===== config.mk =====
export PLATFORM = sky130hd
export DESIGN_NAME = dma_xfer_updater
export DESIGN_NICKNAME = d
export VERILOG_FILES = /design/src/rtl/dmau_pkg.sv /design/src/rtl/dmau_chan.sv /design/src/rtl/dmau_width_sel.sv /design/src/rtl/dmau_pin.sv /design/src/rtl/dma_xfer_updater.sv
export SDC_FILE = /design/constraint.sdc
export NUM_CORES = 1
export LEC_CHECK = 0
export BUFFER_PORTS_ARGS = -buffer_cell sky130_fd_sc_hd__clkbuf_2
export CORE_MARGIN = 2
export CORE_UTILIZATION = 61
export DETAILED_ROUTE_END_ITERATION = 12
export PLACE_DENSITY = 0.82
export SLEW_MARGIN = 20
export SYNTH_ARGS = -nofsm -noshare
export SYNTH_HDL_FRONTEND = slang
export SYNTH_SLANG_ARGS = --single-unit

===== constraint.sdc =====
create_clock -name clk -period 3.9 [get_ports clk]
set_input_delay 0.39 -clock clk [delete_from_list [all_inputs] [get_ports clk]]
set_output_delay 0.39 -clock clk [all_outputs]
set_load 0.01 [all_outputs]

===== src/rtl/dmau_pkg.sv =====
// Package: shared types and helpers for the DMA address/count updater.
// Assumes: phase codes are decoded by the width pin driver only.
package dmau_pkg;

    typedef enum logic [1:0] {
        PH_IDLE  = 2'd0,
        PH_FIRST = 2'd1,
        PH_RDH   = 2'd2,
        PH_WRH   = 2'd3
    } phase_e;

    // Step size for a transfer: 2 for effective 16-bit, else 1.
    function automatic logic [1:0] step_size(input logic two);
        return two ? 2'd2 : 2'd1;
    endfunction

endpackage


===== src/rtl/dmau_chan.sv =====
// Module: dmau_chan
// One channel's current address and current count registers.
// Applies a preset or a single step per cycle and raises a one-cycle
// terminal-count flag when the count is taken below zero.
// Assumes: go_addr/go_cnt are single-cycle strobes; ld wins over steps.
module dmau_chan #(
    parameter int AW = 16,
    parameter int CW = 16
) (
    input  logic          clk,
    input  logic          rst_n,
    input  logic          ld,
    input  logic [AW-1:0] ld_addr,
    input  logic [CW-1:0] ld_cnt,
    input  logic          go_addr,
    input  logic          go_cnt,
    input  logic          two,
    input  logic          down,
    output logic [AW-1:0] addr,
    output logic [CW-1:0] cnt,
    output logic          tc
);
    import dmau_pkg::*;

    logic [AW-1:0] astep;
    logic [CW-1:0] cstep;

    // Widen the shared step size to each register's width.
    always_comb begin
        astep = AW'(step_size(two));
        cstep = CW'(step_size(two));
    end

    // Address register: preset or step up/down, wrapping naturally.
    always_ff @(posedge clk) begin
        if (!rst_n) begin
            addr <= '0;
        end else if (ld) begin
            addr <= ld_addr;
        end else if (go_addr) begin
            addr <= down ? addr - astep : addr + astep;
        end
    end

    // Count register and terminal-count flag.
    always_ff @(posedge clk) begin
        if (!rst_n) begin
            cnt <= '0;
            tc  <= 1'b0;
        end else if (ld) begin
            cnt <= ld_cnt;
            tc  <= 1'b0;
        end else if (go_cnt) begin
            cnt <= cnt - cstep;
            tc  <= (cnt < cstep);
        end else begin
            tc  <= 1'b0;
        end
    end

endmodule


===== src/rtl/dmau_width_sel.sv =====
// Module: dmau_width_sel
// Decides whether the current transfer is effectively 16-bit.
// Memory-to-memory uses channels 0 and 1 and is wide if either is wide.
// Assumes: NCH >= 2.
module dmau_width_sel #(
    parameter int NCH = 4,
    parameter int CHW = 2
) (
    input  logic           wide_en,
    input  logic [NCH-1:0] ch_wide,
    input  logic [CHW-1:0] xfer_ch,
    input  logic           m2m,
    output logic           eff16
);
    // Combine mode, channel width and the memory-to-memory pair rule.
    always_comb begin
        if (!wide_en)
            eff16 = 1'b0;
        else if (m2m)
            eff16 = ch_wide[0] | ch_wide[1];
        else
            eff16 = ch_wide[xfer_ch];
    end

endmodule


===== src/rtl/dmau_pin.sv =====
// Module: dmau_pin
// Registered driver for the shared width/latch pin.
// First state shows width (0 = 16-bit); read/write halves of a wide
// memory-to-memory transfer assert the latch enable. Floats when wide
// mode is off (dwl_oe low).
// Assumes: phase is stable across the cycle before each edge.
module dmau_pin (
    input  logic       clk,
    input  logic       rst_n,
    input  logic       wide_en,
    input  logic [1:0] phase,
    input  logic       m2m,
    input  logic       eff16,
    output logic       dwl_out,
    output logic       dwl_oe
);
    import dmau_pkg::*;

    logic   nxt;
    phase_e ph;

    // Decode the phase into the next pin value.
    always_comb begin
        ph  = phase_e'(phase);
        nxt = 1'b0;
        if (wide_en) begin
            case (ph)
                PH_FIRST: nxt = ~eff16;
                PH_RDH,
                PH_WRH:   nxt = m2m & eff16;
                default:  nxt = 1'b0;
            endcase
        end
    end

    // Register pin value and drive enable.
    always_ff @(posedge clk) begin
        if (!rst_n) begin
            dwl_out <= 1'b0;
            dwl_oe  <= 1'b0;
        end else begin
            dwl_out <= nxt;
            dwl_oe  <= wide_en;
        end
    end

endmodule


===== src/rtl/dma_xfer_updater.sv =====
// Module: dma_xfer_updater (top)
// Per-transfer updater for NCH DMA channels' address and count, with
// per-channel width and the shared width/latch pin driver.
// Assumes: at most one step per cycle; memory-to-memory uses channels 0/1.
module dma_xfer_updater #(
    parameter int NCH = 4,
    parameter int AW  = 16,
    parameter int CW  = 16,
    localparam int CHW = $clog2(NCH)
) (
    input  logic           clk,
    input  logic           rst_n,
    input  logic           wide_en,
    input  logic [NCH-1:0] ch_wide,
    input  logic [NCH-1:0] ch_down,
    input  logic           ld_en,
    input  logic [CHW-1:0] ld_ch,
    input  logic [AW-1:0]  ld_addr,
    input  logic [CW-1:0]  ld_cnt,
    input  logic           xfer_step,
    input  logic [CHW-1:0] xfer_ch,
    input  logic           m2m,
    input  logic [1:0]     phase,
    input  logic [CHW-1:0] rd_ch,
    output logic [AW-1:0]  rd_addr,
    output logic [CW-1:0]  rd_cnt,
    output logic           tc_o,
    output logic [CHW-1:0] tc_ch,
    output logic           dwl_out,
    output logic           dwl_oe
);
    logic           eff16;
    logic [AW-1:0]  ch_addr [NCH];
    logic [CW-1:0]  ch_cnt  [NCH];
    logic [NCH-1:0] tc_vec;

    dmau_width_sel #(.NCH(NCH), .CHW(CHW)) u_wsel (
        .wide_en (wide_en),
        .ch_wide (ch_wide),
        .xfer_ch (xfer_ch),
        .m2m     (m2m),
        .eff16   (eff16)
    );

    for (genvar i = 0; i < NCH; i++) begin : g_ch
        logic ld_i, ga_i, gc_i;

        // Steer preset and step strobes to this channel.
        always_comb begin
            ld_i = ld_en && (ld_ch == CHW'(i));
            if (m2m) begin
                ga_i = xfer_step && (i < 2);
                gc_i = xfer_step && (i == 1);
            end else begin
                ga_i = xfer_step && (xfer_ch == CHW'(i));
                gc_i = ga_i;
            end
        end

        dmau_chan #(.AW(AW), .CW(CW)) u_chan (
            .clk     (clk),
            .rst_n   (rst_n),
            .ld      (ld_i),
            .ld_addr (ld_addr),
            .ld_cnt  (ld_cnt),
            .go_addr (ga_i),
            .go_cnt  (gc_i),
            .two     (eff16),
            .down    (ch_down[i]),
            .addr    (ch_addr[i]),
            .cnt     (ch_cnt[i]),
            .tc      (tc_vec[i])
        );
    end

    // Encode the terminal-count flags into a pulse and a channel number.
    always_comb begin
        tc_o  = |tc_vec;
        tc_ch = '0;
        for (int k = 0; k < NCH; k++) begin
            if (tc_vec[k]) tc_ch = CHW'(k);
        end
    end

    // Read-back mux.
    always_comb begin
        rd_addr = ch_addr[rd_ch];
        rd_cnt  = ch_cnt[rd_ch];
    end

    dmau_pin u_pin (
        .clk     (clk),
        .rst_n   (rst_n),
        .wide_en (wide_en),
        .phase   (phase),
        .m2m     (m2m),
        .eff16   (eff16),
        .dwl_out (dwl_out),
        .dwl_oe  (dwl_oe)
    );

endmodule


Word level (Yosys, flattened, before mapping). Cells that the tools add are included.

Register bits after elaboration: 134. Bits in latches: 0. RAM bits: 0. ROM bits: 0. Bits of input ports: 54. Output and inout port bits: 37. Logic and storage cells: 112. Memories: 0.

Add/subtract/negate cells: 12. Multipliers: 0. Divide/modulo/power cells: 0. $lt $le $gt $ge: 6. Equality and inequality tests: 9. Shift operators: 0. Muxes and demuxes: 40. Bitwise gates (word level): 9. Reduce and logical (&&, ||, !) cells: 22.

Operators by type and width (number): 16-bit two-way mux (24); 16-bit by 2-bit subtractor with 16-bit output (8); 16-bit by 2-bit adder with 16-bit output (4); 16-bit binary-select mux with 2-bit select (2); 16-bit by 2-bit less-than comparator with 1-bit output (4); 2-bit equality test (second input constant) (6); 3-bit OR reduction (4); 2-bit nonzero test (5); 1-bit two-way mux (9); 1-bit logical AND (8); 2-bit by 1-bit equality test with 1-bit output (second input constant) (3); 2-bit two-way mux (3); 1-bit NOT (6); 2-bit logical NOT (2); 4-bit OR reduction (1); 3-bit greater-or-equal comparator (second input constant) (1); 2-bit by 3-bit less-than comparator with 1-bit output (second input constant) (1); 2-bit NOT with 3-bit output (1); 1-bit binary-select mux with 2-bit select (1); 1-bit case mux with 2 select lines (1); 2-bit AND reduction (1); 2-bit OR reduction (1); 1-bit bitwise AND (1); 1-bit OR (1).

Depth between registers and ports, before layout.
Depth after elaboration: 9. Gate-level depth with buffers: 14. Depth with buffers taken out: 14.

Hierarchy. From an unflattened synthesis, not the netlist that was laid out.

Cells, all modules: 1223. Area, all modules: 10324.9 sq um.

By module, submodules not included: dmau_chan (g_ch[0].u_chan ...) (instances 3, cells each 290, area an instance 2326.0 sq um, seq. area each 660.6 sq um); dmau_chan (g_ch[3].u_chan) (instances 1, cells each 286, area an instance 2306.0 sq um, seq. area each 660.6 sq um); dma_xfer_updater (instances 1, cells each 55, area an instance 922.1 sq um, seq. area each 0.0 sq um); dmau_pin (instances 1, cells each 6, area an instance 67.6 sq um, seq. area each 40.0 sq um); dmau_width_sel (instances 1, cells each 6, area an instance 51.3 sq um, seq. area each 0.0 sq um).

Worst setup path after synthesis. Ideal clock, no wire load.

Kind: input -> register. From: input port xfer_ch[0]. To: register g_ch[1].u_chan.addr[10]. Arrival: 3.548 ns. Data required time: 3.838 ns. Slack: 0.289 ns. Cell stages on the path: 13. Buffers on the path: 0. Cell sequence: mux4_2 inv_1 o21ai_0 nand2_1 nand2_1 fa_1 nor2b_1 o21ai_0 a21boi_0 o21a_1 a21oi_1 or4b_2 nand3_1.

Cells in the longest elaborated chain, start to end: 9.

RTL lines: start, declared (line dma_xfer_updater.sv:21) `input logic [CHW-1:0] xfer_ch,`; 1-bit binary-select mux with 2-bit select (line dmau_width_sel.sv:22) `eff16 = ch_wide[xfer_ch];`; 1-bit two-way mux (not written as such) (line dmau_width_sel.sv:22); 1-bit two-way mux (line dmau_width_sel.sv:19) `else if (m2m)`; 1-bit two-way mux (line dmau_width_sel.sv:17) `if (!wide_en)`; 2-bit two-way mux (line dmau_pkg.sv:14) `return two ? 2'd2 : 2'd1;`; 16-bit by 2-bit adder with 16-bit output or 16-bit by 2-bit subtractor with 16-bit output (tied branches) (line dmau_chan.sv:41) `addr <= down ? addr - astep : addr + astep;`; 16-bit two-way mux (line dmau_chan.sv:41); 16-bit two-way mux (line dmau_chan.sv:40) `end else if (go_addr) begin`; 16-bit two-way mux (line dmau_chan.sv:38) `end else if (ld) begin`; end signal, assigned (line dmau_chan.sv:39) `addr <= ld_addr;`; end signal, assigned (line dmau_chan.sv:41); end, declared (line dmau_chan.sv:19) `output logic [AW-1:0] addr,`.

Parallel ways exist; a longest one is shown, timed or not. The select of a mux whose other input is x is not followed. A chain may end at the register's enable or synchronous reset.

Final worst setup path.
From: input port xfer_ch[0]. To: register g_ch[0].u_chan.addr[9].

Cells in the longest elaborated chain, start to end: 9.

RTL lines (line): 1-bit binary-select mux with 2-bit select (dmau_width_sel.sv:22); 1-bit two-way mux (not written as such) (dmau_width_sel.sv:22); 1-bit two-way mux (dmau_width_sel.sv:19); 1-bit two-way mux (dmau_width_sel.sv:17); 2-bit two-way mux (dmau_pkg.sv:14); 16-bit by 2-bit adder with 16-bit output or 16-bit by 2-bit subtractor with 16-bit output (tied branches) (dmau_chan.sv:41); 16-bit two-way mux (dmau_chan.sv:41); 16-bit two-way mux (dmau_chan.sv:40); 16-bit two-way mux (dmau_chan.sv:38); end signal, assigned (dmau_chan.sv:39); end signal, assigned (dmau_chan.sv:41); end, declared (dmau_chan.sv:19).

Parallel ways exist; a longest one is shown, timed or not. The select of a mux whose other input is x is not followed.

==> results.toml <==
[place]
dpl-instance-area_um2 = 10900
gp_routability_congestion = 0.975
dpl.hpwl_mm = 23.5
io_buffers = 90

[sta]
rsz0062_at_grt = "false"
tightest_slew_ns = 1.03
layout_min_cycle_time_ns = 3.41
slew_headroom_pct = 31.1
fmax_ghz = 0.293
setup_violations = 0
finalHoldViolations = 0
final.setup.tns_ns = 0
slew_viol_final = 0
fin_worst_skew_ns = 0.00656
fin_crit_sh_pct = 87.5

[layout]
regArea_um2 = 2680
final_common_cell = "nand2_1"
syn_to_final_growth_pct = 12.4
final_net_count = 1455
antenna_cells = 0
drive_gt1_share_pct = 15.5
final_cell_mix = "nand2_1 (139), nor2_1 (138), dfxtp_1 (134), a21oi_1 (89), clkbuf_2 (89)"
multi_input_area_um2 = 7090
fin_util_pct = 69.5
num-fill-cells = 1318
finalInstanceArea_um2 = 11400

[logic_synthesis]
ys_warn_count = 0
synthTopCellsByArea = "dfxtp_1 (26%), ha_1 (8.4%), mux4_2 (7.1%), nand2_1 (5.1%), nor2_1 (5.1%)"
synth_seq_cells = 134
ys_seq_area_share_pct = 26.4
yosys.area.top_type = "dfxtp_1"
syn-num-nets = 1392
async_flop_share_pct = 0
syn_area_per_cell_um2 = 8.06
synthFlopType = "dfxtp_1"
syn_area_um2 = 10200
netlist_instances = 1262
yosysTopAreaCellShare_pct = 26.4
yosysUniqueCellTypes = 68
synth_edf_count = 0

[clock_network]
cts_setup_buffers = 0
h-tree-depth = 4
cts.clk_slew.worst_paths_ns = 0.06
cts_root_buffer = "clkbuf_16"
cts_tree = "built"
numCtsBuffers = 17
clk_latency_ns = 0.43
clk_path_buf_depth = 2
cts.sinks = 134
cts_resized = 0
cts-hold-fix-buffers = 0

[detailed_routing]
wl_per_cell_um = 20.5
drc = 0
wl_mm = 31.9
vias = 10300
first_pass_iters = 5
drtAntennaViolNets = 0
first_iter_violations = 1234
drt-vias-per-instance = 6.63

[floorplanning]
fp.coreArea_um2 = 16500
dieArea_um2 = 17700
die_height_um = 133
initial_core_util_pct = 61.8
die_w_um = 133
num_rows = 47
io_pins = 91

[worst_setup_path]
crit_required_ns = 4.25
arrival_ns = 3.76
path_class = "input pin to flip-flop"
cp.buffers_inverters = 4
path_cells = "clkbuf_2, mux4_2, inv_1, o21ai_0, nand2_1, buf_4, nand2_1, inv_1, ha_1, nor2b_1, o21ai_0, a21oi_1, o21ai_0, a21boi_0, mux2_2, a211oi_1"
crit_path_end_kind = "flip-flop"
start_kind = "input pin"
crit_family = "compound AO/OA/AOI/OAI gates"
crit_slowest_cell = "o21ai_0"
path_max_fanout = 6
crit_top_cell = "o21ai_0"
max_stage_delay_ns = 0.39

[grt]
antenna_found_initial = 0
grt_max_degree = 95
grt_usage_pct = 35.6
grt.busiest_layer = "met1"
grt_use_met3_pct = 10.7
grt_pass1_wl_mm = 49.5
overflow = 0
gr-usage-met1_pct = 52.1
grt_pass1_vias = 9270
grt_use_met2_pct = 50.0

[power]
p_switching_mw = 1.52
p_leak_nw = 4.59
irDropWorstVdd_mv = 0.377
p_total_mw = 4.50
combPwrFrac_pct = 27.5
power.density_nw_per_um2 = 394
internal_power_mw = 2.98
pwr-share-clk_pct = 36.1
switching_share_pct = 33.8
seqPwrFrac_pct = 36.4

[worst_hold_path]
hold_path.class = "input pin to flip-flop"

[status]
outcome = "complete, no violations"

[job]
drv_cap = 0
-- power by group through the flow --
stage               logic (mW)  clock network, mW  registers (mW)
floorplan                0.899                  0            1.59
global placement          1.17                  0            1.65
detailed placement        1.20                  0            1.66
CTS                       1.21               1.62            1.63
global route              1.36               1.68            1.65
finish                    1.24               1.63            1.64
-- sequential cells by signal, summed over array words and instances (netlist names) --
name              count
u_pin.dwl_oe          1
g_ch.u_chan.addr     64
u_pin.dwl_out         1
g_ch.u_chan.tc        4
g_ch.u_chan.cnt      64
-- per-layer routing --
metal / up-vias / share of wire, %
met1: 4834 / 43
met5: - / 0
met3: 61 / 13
li1: 4812 / -
met4: 0 / 2.4
met2: 609 / 42
-- worst paths after layout --
| check | start | endpoint | slack, ns | depth (start not counted) |
|---|---|---|---|---|
| setup reg to reg | g_ch[2].u_chan.addr[0] | g_ch[2].u_chan.addr[12] | 1.16 | 10 |
| hold / removal | ld_addr[0] | g_ch[3].u_chan.addr[0] | 0.28 | 3 |
| setup / recovery | xfer_ch[0] | g_ch[0].u_chan.addr[9] | 0.49 | 16 |
| hold reg to reg | g_ch[2].u_chan.cnt[15] | g_ch[2].u_chan.tc | 0.50 | 1 |
-- stage by stage --
| stage | instances | hold slack, ns | setup slack, ns |
|---|---|---|---|
| 2_1_floorplan | 1262 | 0.434 | 0.289 |
| 3_3_place_gp | 1526 | 0.481 | 0.211 |
| 3_5_place_dp | 1526 | 0.483 | 0.134 |
| 4_1_cts | 1557 | 0.268 | 0.575 |
| 5_1_grt | 1557 | 0.279 | 0.184 |
| 6_report | 1557 | 0.283 | 0.486 |
-- synth_stat cells, drive strengths merged (12+ instances only) --
cell type and number:
or3 35, nor4 15, a21o 15, xor2 19, nand2 139, dfxtp 134, nor2b 16, o21ai 85
xnor2 48, a21oi 89, nor3 30, a311oi 30, ha 68, a31oi 18, clkbuf 62, o211ai 16
nand3 34, nor2 139, a211oi 43, and3 17, mux4 33, inv 39, o21a 12
-- worst register-to-register path: stages, from the launching register on --
cell and delay, ns:
dfxtp_1 0.36, inv_1 0.06, ha_1 0.22, fa_1 0.41
nor2b_1 0.15, o21ai_0 0.11, a21boi_0 0.30, o21ai_0 0.28
o31ai_1 0.36, mux2i_1 0.12, a211o_1 0.26
-- cell families (layout without fill, tap and decap cells) --
| group | Yosys count | after routing | share of synthesized area, % |
|---|---|---|---|
| AOI/OAI and AO/OA | 355 | 355 | 22.4 |
| xor gates and xnor gates | 67 | 67 | 5.77 |
| adders and majority gates | 76 | 76 | 9.93 |
| buffers and inverters | 111 | 186 | 4.12 |
| DFF | 134 | 134 | 26.4 |
| muxes | 42 | 42 | 8.24 |
| and+or+nand+nor | 477 | 477 | 23.2 |
-- final cells by class --
cell class	instances	area share (%)
clock inverters	13	1.31
clock buffers	18	3.84
flip-flops and latches	134	23.4
inverters	39	1.29
well taps	220	2.41
multi-input cells	1017	62.0
repair buffers	116	5.75
Power figures use the tool's default switching activity.
